<file path="config.mk">
export PLATFORM = sky130hd
export DESIGN_NAME = fpu_mode_ctl
export DESIGN_NICKNAME = d
export VERILOG_FILES = /design/src/rtl/fpu_mode_ctl.sv
export SDC_FILE = /design/constraint.sdc
export NUM_CORES = 1
export LEC_CHECK = 0
export BUFFER_PORTS_ARGS = -buffer_cell sky130_fd_sc_hd__buf_2
export CORE_MARGIN = 10
export CORE_UTILIZATION = 30
export DETAILED_ROUTE_END_ITERATION = 8
export GPL_TIMING_DRIVEN = 0
export PLACE_DENSITY = 0.81
export SLEW_MARGIN = 20
export SYNTH_ARGS = -nofsm -noshare
export SYNTH_HDL_FRONTEND = slang
export SYNTH_SLANG_ARGS = --single-unit
</file>
<file path="constraint.sdc">
create_clock -name clk -period 1.67 [get_ports clk]
set_clock_uncertainty 0.2 [all_clocks]
set_input_delay 0.167 -clock clk [delete_from_list [all_inputs] [get_ports clk]]
set_output_delay 0.167 -clock clk [all_outputs]
set_load 0.1 [all_outputs]
</file>
<file path="src/rtl/fpu_mode_ctl.sv">
module fpu_mode_ctl #(
  parameter bit          CAP_UFR = 1'b1,
  parameter logic [15:0] IMPL_ID = 16'h0A51
) (
  input  logic        clk,
  input  logic        rst_n,
  input  logic        ctl_wr,
  input  logic        ctl_rd,
  input  logic [4:0]  ctl_idx,
  input  logic [31:0] ctl_wdata,
  input  logic        ctl_src_zero,
  input  logic        cfg_wr,
  input  logic        cfg_en_in,
  output logic [31:0] cfg_rdata,
  output logic [31:0] ctl_rdata,
  output logic        fr_mode,
  output logic        unpred
);
  localparam logic [4:0] IDX_IMPL = 5'd0;
  localparam logic [4:0] IDX_CLR  = 5'd1;
  localparam logic [4:0] IDX_SET  = 5'd4;
  localparam int         CAP_BIT  = 28;
  localparam int         EN_BIT   = 2;

  logic en_q, fr_q, unpred_q;
  logic live, src_ok, alias_hit, good_wr, bad_wr, bad_rd;

  generate
    if (CAP_UFR) begin : g_cap
      always_ff @(posedge clk)
        if (!rst_n)      en_q <= 1'b0;
        else if (cfg_wr) en_q <= cfg_en_in;
    end else begin : g_nocap
      assign en_q = 1'b0;
    end
  endgenerate

  assign live      = en_q;
  assign src_ok    = ctl_src_zero && (ctl_wdata == '0);
  assign alias_hit = (ctl_idx == IDX_CLR) || (ctl_idx == IDX_SET);
  assign good_wr   = ctl_wr && alias_hit && live && src_ok;
  assign bad_wr    = ctl_wr && alias_hit && !(live && src_ok);
  assign bad_rd    = ctl_rd && (ctl_idx == IDX_CLR) && !live;

  always_ff @(posedge clk)
    if (!rst_n) begin
      fr_q     <= 1'b0;
      unpred_q <= 1'b0;
    end else begin
      if (good_wr) fr_q <= (ctl_idx == IDX_SET);
      unpred_q <= bad_wr || bad_rd;
    end

  always_comb begin
    ctl_rdata = '0;
    if (ctl_rd) begin
      if (ctl_idx == IDX_IMPL) begin
        ctl_rdata[15:0]    = IMPL_ID;
        ctl_rdata[CAP_BIT] = CAP_UFR;
      end else if (ctl_idx == IDX_CLR && live) begin
        ctl_rdata[0] = fr_q;
      end
    end
  end

  always_comb begin
    cfg_rdata         = '0;
    cfg_rdata[EN_BIT] = en_q;
  end

  assign fr_mode = fr_q;
  assign unpred  = unpred_q;
endmodule


</file>
# ---- Word level (Yosys, flattened, before mapping)
# Cells that the tools add are included.
dict set report totals {
  inputBits 44
  ff_bits 3
}
dict set report classes {
  eq_ne 2
  reduce_logical 15
  mux 6
}
# cell count
set op_table {}
lappend op_table {{logical NOT 32 bit} 1}
lappend op_table {{two-way mux 12 bit} 1}
lappend op_table {{two-way mux 11 bit} 1}
lappend op_table {{logical AND 1 bit} 9}
lappend op_table {{== test 5 x 1 -> 1 bit, second input constant} 1}
lappend op_table {{== test 5 x 3 -> 1 bit, second input constant} 1}
lappend op_table {{logical NOT 5 bit} 1}
lappend op_table {{two-way mux 1 bit} 4}
lappend op_table {{logical NOT 1 bit} 2}
lappend op_table {{logical OR 1 bit} 2}

# ---- Longest topological paths before layout
dict set report depth {
  ltp_word 6
  mapped_depth 4
}

# ---- Least setup slack after synthesis
# OpenSTA, ideal clock, no wires.
dict set report synth_path {
  kind {input-to-output}
  startpoint {input ctl_idx[3]}
  endpoint {output ctl_rdata[0]}
  path_slack_ns -2.279
  stages 3
  arrival_ns 3.582
  path_buffers 0
  path_cell_list {or3_1 > nor3_1 > a31o_2}
}
dict set report synth_between {
  elab_chain_len 5
  elab_cells_between_ends 6
}
# item line
set synth_rtl {}
lappend synth_rtl {{from (decl)} 9} ;# input logic [4:0] ctl_idx,
lappend synth_rtl {{== test 5 x 1 -> 1 bit} 60} ;# end else if (ctl_idx == IDX_CLR && live) begin
lappend synth_rtl {{logical AND 1 bit} 60}
lappend synth_rtl {{two-way mux 1 bit} 60}
lappend synth_rtl {{two-way mux 1 bit (*)} 57} ;# if (ctl_idx == IDX_IMPL) begin
lappend synth_rtl {{two-way mux 12 bit (*)} 56} ;# if (ctl_rd) begin
lappend synth_rtl {{to (decl)} 15} ;# output logic [31:0] ctl_rdata,
# Every way passes the cells marked *; elsewhere a longest branch is shown, timed or not.

# ---- Worst setup path in the final report
# Same ends and word-level chain as after synthesis.

==> impl_metrics.ini <==
[timing]
setup_ws_ps = 31.9
final.min_clock_period_ps = 1640
report.final.slew_viol_count = 0
setup_viol = 0
fin_setup_tns_ps = 0
min_period_over_period = 0.981
max_freq_mhz = 610
rsz0062_at_grt = yes
hold_slack_ps = 26.6
hold_violations = 0

[detailed_routing]
drt-initial-drc-count = 21
antenna_left = 0
viasPerCell = 3.45
post_drt_wl_per_cell_um = 12.3
wl_um = 2960
drc = 0
via_count = 832
dr.pass1.iters = 3

[power]
power.density_nw_per_um2 = 698
peakVddDrop_v = 0.000418
design_power_total_mw = 0.995
total_leakage_power_nw = 0.864

[logic_synthesis]
yosys_warnings = 0
async_flop_share = 0
synthTopCellsByCount = 62 x buf_4, 6 x nor4_1, 3 x dfxtp_1, 3 x nor3_1
ys_seq_elements = 3
syn_inst = 97
synth_edf_count = 0
synth-seq-area-share = 0.0799
synth_cell_types = 24
yosys.area.top_type = buf_4
netlist_area_um2 = 752
yosys.area.top_type_share = 0.619
synthTopCellsByArea = buf_4 62%, dfxtp_1 8.0%, nor4_1 5.0%
synth.avg_cell_area_um2 = 7.75
synth_ff_type = dfxtp_1
synth_most_common_cell = buf_4

[cts]
cts_root_buf = clkbuf_4
cts_hold_buf = 0
cts_tree = built
clk_pin_slew_worst_paths_ps = 40
cts.path.max_buffers = 2
cts_sinks = 3
insertion_delay_ps = 230
numCtsBuffers = 3
htreeDepth = 1

[worst_setup_path]
cp_num_cells = 6
r2r_cells = 3
crit_family = simple AND/OR/NAND/NOR gates
r2r-end = fr_mode
path_cells = buf_2 -> or3_4 -> nor3_4 -> buf_4 -> a31o_4 -> buf_8
critical-path-slowest-cell = or3_4
start_kind = input pin
reg2reg_slack_ps = 310
crit_arrival_ps = 1270
slowest_delay_ps = 420
cp-end-kind = output port
cp_num_buf_inv = 3
worstSetupPathType = in -> out
path_max_fanout = 3
r2r_start = en_q
required_ps = 1300

[finish]
layout-drive-gt1-share = 0.602
stdcell_count = 241
nets = 256
fillers = 229
design_area_um2 = 1430
utilization = 0.586
area_growth_pct = 89.7
n_antenna_cell = 0

[grt]
grt_util_all_layers = 0.101
use_met3 = 0.0480
antenna_found_initial = 0
overflow = 0
grt_max_degree = 6
grt_pass1_vias = 802
met1_usage = 0.0806
grt_util_met2 = 0.204
grt_pass1_wl_um = 4070
top_usage_layer = met2

[floorplan]
die_area_um2 = 4910
rows = 18
initial_core_util = 0.309
die_w_um = 70.1
ios = 110
die_y_um = 70.1
fp.coreArea_um2 = 2430

[min_path]
hold_depth = 3
hold_end = en_q
holdCritPathClass = in -> reg
holdCritStartpoint = cfg_en_in

[placed_design]
gp_congestion = 0.675
port_buffers = 52
dp_cells = 235
post-place-ws_ps = -330
dpl-instance-area_um2 = 1300

[run_status]
outcome = complete, no violations

[flow_run]
max-cap-violations = 0
-- cells by family (layout without fill, tap and decap cells) --
logic type                count (synthesis)  in the layout  synth area share
AOI/OAI and AO/OA                         4              4            0.0416
muxes                                     2              2            0.0266
DFF                                       3              3            0.0799
and+or+nand+nor                          23             23             0.211
buffers and inverters                    63            121             0.624
other                                     1             57           0.00499
xor gates and xnor gates                  1              1            0.0116
-- worst max path at each step --
stage / from / end / slack, ps
floorplan: ctl_idx[3] / ctl_rdata[0] / -640
global placement: ctl_idx[3] / ctl_rdata[0] / -300
detailed placement: ctl_idx[3] / ctl_rdata[0] / -330
CTS: ctl_idx[3] / ctl_rdata[9] / 9
global route: ctl_idx[3] / ctl_rdata[0] / -20
finish: ctl_idx[3] / ctl_rdata[0] / 30
-- power by group --
part           total, mW  internal, mW  switching, mW
registers         0.0764        0.0741        0.00227
logic              0.788         0.149          0.639
clock network      0.130        0.0897         0.0404
total              0.995         0.313          0.682
-- repair_timing --
| item | in CTS | in global routing |
|---|---|---|
| endpoints found under the setup margin | 6 | 6 |
| pin swaps | 1 | 0 |
| resized for setup | 12 | 11 |
| setup buffers | 2 | 0 |
-- flip-flops by register name, indices dropped and copies added, names as in the netlist --
| name | cells |
|---|---|
| en_q | 1 |
| fr_mode | 1 |
| unpred | 1 |
-- worst register-to-register path: cells and delay by family, from the launching register on --
| family | cells | cell delay [ps] |
|---|---|---|
| flip-flops | 1 | 410 |
| AND/OR/NAND/NOR | 2 | 480 |
| multiplexers | 1 | 210 |
-- routing by layer --
| layer | part of all wire | vias to the layer above |
|---|---|---|
| met4 | 0 | 0 |
| met5 | 0 | - |
| met1 | 0.33 | 337 |
| met2 | 0.55 | 61 |
| met3 | 0.12 | 0 |
| li1 | - | 434 |
-- final cells by class --
class | instances | area, um2 | area share
Timing Repair Buffer | 54 | 355 | 0.249
Clock buffer | 4 | 26.3 | 0.0184
Sequential cell | 3 | 60.1 | 0.0421
Buffer | 62 | 480 | 0.337
Tap cell | 30 | 37.5 | 0.0263
Multi-Input combinational cell | 87 | 463 | 0.325
Inverter | 1 | 3.75 | 0.00263
-- cells in the final DEF (no fill, tap or decap), types with 3 or more instances in the layout --
cell type / n
conb_1: 57
buf_4: 59
clkbuf_4: 3
buf_2: 46
buf_12: 4
dfxtp_1: 3
nor4_1: 6
buf_6: 6
(Power assumes the default switching activity.)
